<file path="config.mk">
export PLATFORM = sky130hd
export DESIGN_NAME = thermal_prio_arbiter
export DESIGN_NICKNAME = d
export VERILOG_FILES = /design/src/rtl/thpa_pkg.sv /design/src/rtl/thpa_wait_track.sv /design/src/rtl/thpa_max_pick.sv /design/src/rtl/thpa_grant_ctl.sv /design/src/rtl/thermal_prio_arbiter.sv
export SDC_FILE = /design/constraint.sdc
export NUM_CORES = 1
export LEC_CHECK = 0
export ABC_AREA = 1
export CAP_MARGIN = 5
export CELL_PAD_IN_SITES_DETAIL_PLACEMENT = 0
export CELL_PAD_IN_SITES_GLOBAL_PLACEMENT = 1
export CORE_ASPECT_RATIO = 1.25
export CORE_MARGIN = 2
export CORE_UTILIZATION = 48
export CTS_CLUSTER_SIZE = 28
export DETAILED_ROUTE_END_ITERATION = 8
export HOLD_SLACK_MARGIN = 0.05
export PLACE_DENSITY = 0.88
export SLEW_MARGIN = 20
export SYNTH_ARGS = -nofsm -noshare
export SYNTH_HDL_FRONTEND = slang
export SYNTH_SLANG_ARGS = --single-unit
</file>
<file path="constraint.sdc">
create_clock -name clk -period 21.9 [get_ports clk]
set_input_delay 4.38 -clock clk [delete_from_list [all_inputs] [get_ports clk]]
set_output_delay 4.38 -clock clk [all_outputs]
set_load 0.005 [all_outputs]
</file>
<file path="src/rtl/thpa_pkg.sv">
package thpa_pkg;
   // Source of the grant decision made on an idle bus.
   typedef enum logic [1:0] {
      SRC_NONE = 2'd0,
      SRC_PRIO = 2'd1,
      SRC_AGED = 2'd2
   } grant_src_e;
endpackage

</file>
<file path="src/rtl/thpa_wait_track.sv">
module thpa_wait_track #(
   parameter int N_MASTERS = 8,
   parameter int WAIT_W    = 9,
   parameter int AGE_LIMIT = 255
) (
   input  logic                          clk,
   input  logic                          rst_n,
   input  logic [N_MASTERS-1:0]          req_i,
   input  logic [N_MASTERS-1:0]          gnt_i,
   output logic [N_MASTERS*WAIT_W-1:0]   wait_o,
   output logic [N_MASTERS-1:0]          expired_o
);
   localparam logic [WAIT_W-1:0] CNT_MAX = '1;
   localparam logic [WAIT_W-1:0] CNT_LIM = WAIT_W'(AGE_LIMIT);

   for (genvar g = 0; g < N_MASTERS; g++) begin : g_cnt
      logic [WAIT_W-1:0] cnt_q;

      always_ff @(posedge clk or negedge rst_n) begin
         if (!rst_n)                    cnt_q <= '0;
         else if (!req_i[g] || gnt_i[g]) cnt_q <= '0;
         else if (cnt_q != CNT_MAX)     cnt_q <= cnt_q + 1'b1;
      end

      assign wait_o[g*WAIT_W +: WAIT_W] = cnt_q;
      // a stale count must not win once the request is gone
      assign expired_o[g] = req_i[g] && (cnt_q > CNT_LIM);

      // the count holds at its ceiling
      a_r8_saturate : assert property (@(posedge clk) disable iff (!rst_n)
         (cnt_q == CNT_MAX && req_i[g] && !gnt_i[g]) |=> cnt_q == CNT_MAX);

      // a request that is not waiting leaves a zero count behind
      a_r7_clear : assert property (@(posedge clk) disable iff (!rst_n)
         (!req_i[g]) |=> cnt_q == '0);
   end
endmodule

</file>
<file path="src/rtl/thpa_max_pick.sv">
module thpa_max_pick #(
   parameter int N_MASTERS = 8,
   parameter int KEY_W     = 4,
   localparam int IDX_W    = $clog2(N_MASTERS)
) (
   input  logic [N_MASTERS-1:0]       valid_i,
   input  logic [N_MASTERS*KEY_W-1:0] key_i,
   output logic                       found_o,
   output logic [IDX_W-1:0]           idx_o
);
   logic [KEY_W-1:0] best;

   // Scan from the top index down; ">=" lets a lower index take over a tie.
   always_comb begin
      found_o = 1'b0;
      idx_o   = '0;
      best    = '0;
      for (int i = N_MASTERS - 1; i >= 0; i--) begin
         if (valid_i[i] && (!found_o || key_i[i*KEY_W +: KEY_W] >= best)) begin
            found_o = 1'b1;
            idx_o   = IDX_W'(i);
            best    = key_i[i*KEY_W +: KEY_W];
         end
      end
   end
endmodule

</file>
<file path="src/rtl/thpa_grant_ctl.sv">
module thpa_grant_ctl
   import thpa_pkg::*;
#(
   parameter int N_MASTERS = 8,
   localparam int IDX_W    = $clog2(N_MASTERS)
) (
   input  logic                 clk,
   input  logic                 rst_n,
   input  logic [N_MASTERS-1:0] req_i,
   input  logic                 halt_i,
   input  logic                 aged_found_i,
   input  logic [IDX_W-1:0]     aged_idx_i,
   input  logic                 prio_found_i,
   input  logic [IDX_W-1:0]     prio_idx_i,
   output logic [N_MASTERS-1:0] gnt_o
);
   logic [N_MASTERS-1:0] gnt_q, gnt_d;
   logic                 bus_busy, owner_keeps;
   grant_src_e           src;
   logic [IDX_W-1:0]     win_idx;

   assign bus_busy    = |gnt_q;
   assign owner_keeps = |(gnt_q & req_i);

   always_comb begin
      if (aged_found_i)      src = SRC_AGED;
      else if (prio_found_i) src = SRC_PRIO;
      else                   src = SRC_NONE;
      win_idx = (src == SRC_AGED) ? aged_idx_i : prio_idx_i;
   end

   always_comb begin
      gnt_d = '0;
      if (halt_i)           gnt_d = '0;
      else if (owner_keeps) gnt_d = gnt_q;
      else if (bus_busy)    gnt_d = '0;
      else if (src != SRC_NONE) gnt_d[win_idx] = 1'b1;
   end

   always_ff @(posedge clk or negedge rst_n) begin
      if (!rst_n) gnt_q <= '0;
      else        gnt_q <= gnt_d;
   end

   assign gnt_o = gnt_q;

   a_r1_onehot : assert property (@(posedge clk) disable iff (!rst_n)
      $onehot0(gnt_q));

   a_r9_halt_clears : assert property (@(posedge clk) disable iff (!rst_n)
      halt_i |=> gnt_q == '0);

   a_r4_hold : assert property (@(posedge clk) disable iff (!rst_n)
      (owner_keeps && !halt_i) |=> gnt_q == $past(gnt_q));

   a_r5_release : assert property (@(posedge clk) disable iff (!rst_n)
      (bus_busy && !owner_keeps) |=> gnt_q == '0);

   a_r6_work_conserving : assert property (@(posedge clk) disable iff (!rst_n)
      (!bus_busy && !halt_i && |req_i) |=> gnt_q != '0);
endmodule

</file>
<file path="src/rtl/thermal_prio_arbiter.sv">
module thermal_prio_arbiter #(
   parameter int N_MASTERS = 8,
   parameter int PRIO_W    = 4,
   parameter int AGE_LIMIT = 255,
   parameter bit AGING_EN  = 1'b1
) (
   input  logic                          clk,
   input  logic                          rst_n,
   input  logic [N_MASTERS-1:0]          req_i,
   input  logic [N_MASTERS*PRIO_W-1:0]   prio_i,
   input  logic                          halt_i,
   output logic [N_MASTERS-1:0]          gnt_o
);
   localparam int IDX_W  = $clog2(N_MASTERS);
   localparam int WAIT_W = $clog2(AGE_LIMIT + 1) + 1;

   if (N_MASTERS < 2)  begin : g_bad_n   $error("N_MASTERS must be at least 2"); end
   if (PRIO_W < 1)     begin : g_bad_pw  $error("PRIO_W must be at least 1"); end
   if (AGE_LIMIT < 1)  begin : g_bad_age $error("AGE_LIMIT must be at least 1"); end

   logic                 prio_found, aged_found;
   logic [IDX_W-1:0]     prio_idx, aged_idx;
   logic [N_MASTERS-1:0] aged_mask;

   thpa_max_pick #(.N_MASTERS(N_MASTERS), .KEY_W(PRIO_W)) prio_pick_i (
      .valid_i (req_i),
      .key_i   (prio_i),
      .found_o (prio_found),
      .idx_o   (prio_idx)
   );

   if (AGING_EN) begin : g_aging
      logic [N_MASTERS*WAIT_W-1:0] wait_flat;

      thpa_wait_track #(.N_MASTERS(N_MASTERS), .WAIT_W(WAIT_W), .AGE_LIMIT(AGE_LIMIT)) wait_i (
         .clk       (clk),
         .rst_n     (rst_n),
         .req_i     (req_i),
         .gnt_i     (gnt_o),
         .wait_o    (wait_flat),
         .expired_o (aged_mask)
      );

      thpa_max_pick #(.N_MASTERS(N_MASTERS), .KEY_W(WAIT_W)) aged_pick_i (
         .valid_i (aged_mask),
         .key_i   (wait_flat),
         .found_o (aged_found),
         .idx_o   (aged_idx)
      );

      // a timed-out request beats priority on a free bus
      a_r7_aged_wins : assert property (@(posedge clk) disable iff (!rst_n)
         (gnt_o == '0 && !halt_i && |aged_mask) |=> |(gnt_o & $past(aged_mask)));
   end else begin : g_no_aging
      assign aged_mask  = '0;
      assign aged_found = 1'b0;
      assign aged_idx   = '0;
   end

   thpa_grant_ctl #(.N_MASTERS(N_MASTERS)) ctl_i (
      .clk          (clk),
      .rst_n        (rst_n),
      .req_i        (req_i),
      .halt_i       (halt_i),
      .aged_found_i (aged_found),
      .aged_idx_i   (aged_idx),
      .prio_found_i (prio_found),
      .prio_idx_i   (prio_idx),
      .gnt_o        (gnt_o)
   );

   for (genvar a = 0; a < N_MASTERS; a++) begin : g_loser
      for (genvar b = 0; b < N_MASTERS; b++) begin : g_rival
         if (a != b) begin : g_cmp
            // a strictly higher pending priority keeps master a out
            a_r2_higher_wins : assert property (@(posedge clk) disable iff (!rst_n)
               (gnt_o == '0 && !halt_i && aged_mask == '0 && req_i[b] &&
                prio_i[b*PRIO_W +: PRIO_W] > prio_i[a*PRIO_W +: PRIO_W]) |=> !gnt_o[a]);
         end
         if (b < a) begin : g_tie
            // equal priority goes to the lower index
            a_r3_tie_low : assert property (@(posedge clk) disable iff (!rst_n)
               (gnt_o == '0 && !halt_i && aged_mask == '0 && req_i[b] &&
                prio_i[b*PRIO_W +: PRIO_W] == prio_i[a*PRIO_W +: PRIO_W]) |=> !gnt_o[a]);
         end
      end
   end
endmodule

</file>
==> flow_summary.toml <==
[run_status]
run_status = "completed"

[finish]
layout-drive-gt1-share_pct = 4.500
nNetsFinal = 1442
final_core_utilization_pct = 54.99
antennaDiodeCount = 0
layout.filler_cells = 1685
areaGrowthSynthToFinish_pct = 12.48

[sta]
totalNegativeSetupSlack_ns = 0
hold_slack_ns = 0.5317
timing.slew.headroom_pct = 58.31
achievable-frequency_mhz = 62.27
final_max_slew_viol_count = 0
timing.final.crit_period_ns = 16.06
hold_violations = 0
tightest_slew_ns = 0.6230
endpoints_failing_setup = 0
fin_crit_sh_pct = 73.32
grt_setup_unrepaired = "no"
clock-skew-final_ns = 0.005230

[synth]
syn_nets = 1388
synthMostInstantiatedCell = "nand2_1"
seq_area_frac_synth_pct = 24.41
synth_top_area_cell = "dfrtp_1"
synth-async-reset-ratio_pct = 100.0
post_synth_inst_count = 1230
synth_edf_count = 0
post_synth_instance_area_sq_um = 8202
synthesis.yosys.warnings = 0
synth_commonest_cells = "nand2_1, inv_1, nand3_1"
yosysTopAreaCellShare_pct = 24.41
yosysUniqueCellTypes = 44
synthesis.area_per_instance_sq_um = 6.668
synth.area.top_cells = "dfrtp_1, ha_1, nand2_1, inv_1, nand3_1"
most_frequently_used_flop_master_after_synthesis = "dfrtp_1"
yosys_register_bits = 80

[power]
switchingPower_w = 0.0002221
cellLeakagePower_nw = 4.676
power_frac_seq_pct = 32.6
power.ir.vdd_worst_mv = 0.03189
p_sw_share_pct = 39.01
power_frac_comb_pct = 38.6
internal_power_w = 0.0003472
clock_power_share_pct = 28.8
pwr_density_cell_nw_per_um2 = 61.71

[placed_design]
gp_routability_congestion = 0.8973
dp_hpwl_mm = 18.20
buffer_ports.inserted = 50

[global_routing]
grt_first_pass_wirelength_mm = 37.57
grt_overflow = 0
first_global_vias = 7911
antenna_found_initial = 0
maximum_number_of_pins_on_one_net_before_global_route_repair = 44
global_route.usage.total_pct = 25.93

[die]
coreArea_sq_um = 16780
dieArea_sq_um = 18150
io-pin-count = 51
die_width_microns = 120.9
dieHeight_microns = 150.1
start_util_pct = 48.89
row_count = 53

[clock_network]
clk_transition_reported_paths_ns = 0.07
numClockSinks = 80
cts_tree = "done"
clock_insertion_delay_worst_skew_ns = 0.36
cts_resized = 0
ctsHoldBuffers = 0
postCtsSetupBuffers = 0
tritoncts.num_buffers = 9
max_buffers_root_to_sink = 2
ctsHtreeMaxLevel = 3
ctsRootBufferMaster = "clkbuf_16"

[critical_path]
highest_net_fanout_along_the_worst_path = 13
worst-r2r-setup-slack_ns = 9.58
critical-path-slowest-cell = "clkdlybuf4s50_1"
worst_setup_path_end_kind = "flip-flop"
cpPeakStageDelay_ns = 0.76
critPathMostFrequentCell = "nand2_1"
setup_crit_start_kind = "input pin"
crit_required_ns = 22.15
timing.setup.critical_path_class = "in -> reg"
cp_data_arrival_time_ns = 16.31

[routing]
drt_pass1_iterations = 6
drt-total-wl_mm = 22.45
drtAntennaViolNets = 0
avgViaCountPerCell = 5.327
dr_total_vias = 8038
dr.first_iter.drc_count = 460
wl_per_cell_microns = 14.88
drc = 0

[min_path]
min-delay-path-class = "reg -> reg"

[flow_run]
maxCapViolCount = 0
per-stage QoR:
step	cell area (sq um)	power [W]	setup WS, ns	cells
2_1_floorplan	8202	0.0003372	8.345	1230
3_3_place_gp	8910	0.0004055	5.728	1493
3_5_place_dp	8910	0.0004073	5.668	1493
4_1_cts	9225	0.0005734	5.994	1509
5_1_grt	9225	0.0006134	4.491	1509
6_report	9225	0.0005693	5.842	1509
kinds of logic after synthesis:
family                     share of synthesized area, %
muxes                                            0.1220
buffers and inverters                             9.596
and+or+nand+nor                                   35.97
adders and majority gates                         17.54
DFF                                               24.41
AOI/OAI and AO/OA                                 12.36
worst paths after layout:
kind                                             startpoint                                to  depth (start not counted)
setup / recovery                                   req_i[7]                    ctl_i.gnt_o[3]                         84
max in group asynchronous                             rst_n  g_aging.wait_i.g_cnt[1].cnt_q[6]                          2
hold / removal             g_aging.wait_i.g_cnt[2].cnt_q[0]  g_aging.wait_i.g_cnt[2].cnt_q[0]                          1
hold reg to reg            g_aging.wait_i.g_cnt[2].cnt_q[0]  g_aging.wait_i.g_cnt[2].cnt_q[0]                          1
min in group asynchronous                             rst_n  g_aging.wait_i.g_cnt[5].cnt_q[2]                          1
setup reg to reg           g_aging.wait_i.g_cnt[7].cnt_q[0]                    ctl_i.gnt_o[3]                         86
sequential cells by signal, summed over array words and instances (netlist names):
register,flops
g_aging.wait_i.g_cnt.cnt_q,72
ctl_i.gnt_o,8
power groups by stage:
stage / registers, W / clock network, W / logic [W]
4_1_cts: 0.000185 / 0.000167 / 0.000221
6_report: 0.000186 / 0.000164 / 0.000220
3_3_place_gp: 0.000188 / 0 / 0.000218
3_5_place_dp: 0.000188 / 0 / 0.000219
2_1_floorplan: 0.000180 / 0 / 0.000157
5_1_grt: 0.000188 / 0.000173 / 0.000252
routing by layer:
layer / vias to the layer above / share of wire [%] / global-route usage (%)
met5: - / 0 / 0
met4: 0 / 2.3 / 8.198
met3: 42 / 3.7 / 3.182
met2: 170 / 48 / 45.98
met1: 3623 / 46 / 32.62
li1: 4203 / - / -
critical path, delay by kind of cell:
kind                     cells  cell delay, ns
buffers and inverters       10            1.97
adder cells (fa/ha/maj)      7            2.09
AO/OA/AOI/OAI               11            1.74
AND/OR/NAND/NOR             56            6.07
cells in the final DEF, fill, tap and decap left out, types with 3 or more instances in the layout:
cell,n
nand4_1,26
ha_1,115
o221a_2,3
nand3_2,3
o211ai_1,7
o21ai_1,4
o21ai_0,54
clkdlybuf4s50_1,49
dfrtp_1,80
clkinv_1,3
inv_1,185
nor4_1,5
o21bai_1,3
nor2_1,112
nor3_1,31
o21a_1,6
nand2_1,297
and2_1,25
nand3_1,118
nand2_2,12
a21oi_1,80
nand3b_1,7
clkbuf_16,9
a211oi_1,9
or2_2,10
a221oi_1,3
final cells by class:
| cell class | instances | area (sq um) | share of cell area (%) |
|---|---|---|---|
| multi-input combinational | 952 | 5413 | 58.67 |
| sequential | 80 | 2002 | 21.70 |
| inverter | 190 | 714.4 | 7.744 |
| timing repair buffer | 51 | 505.5 | 5.479 |
| tap | 220 | 275.3 | 2.984 |
| clock buffer | 11 | 252.7 | 2.740 |
| clock inverter | 5 | 62.56 | 0.6781 |
Power figures use the tool's default switching activity.
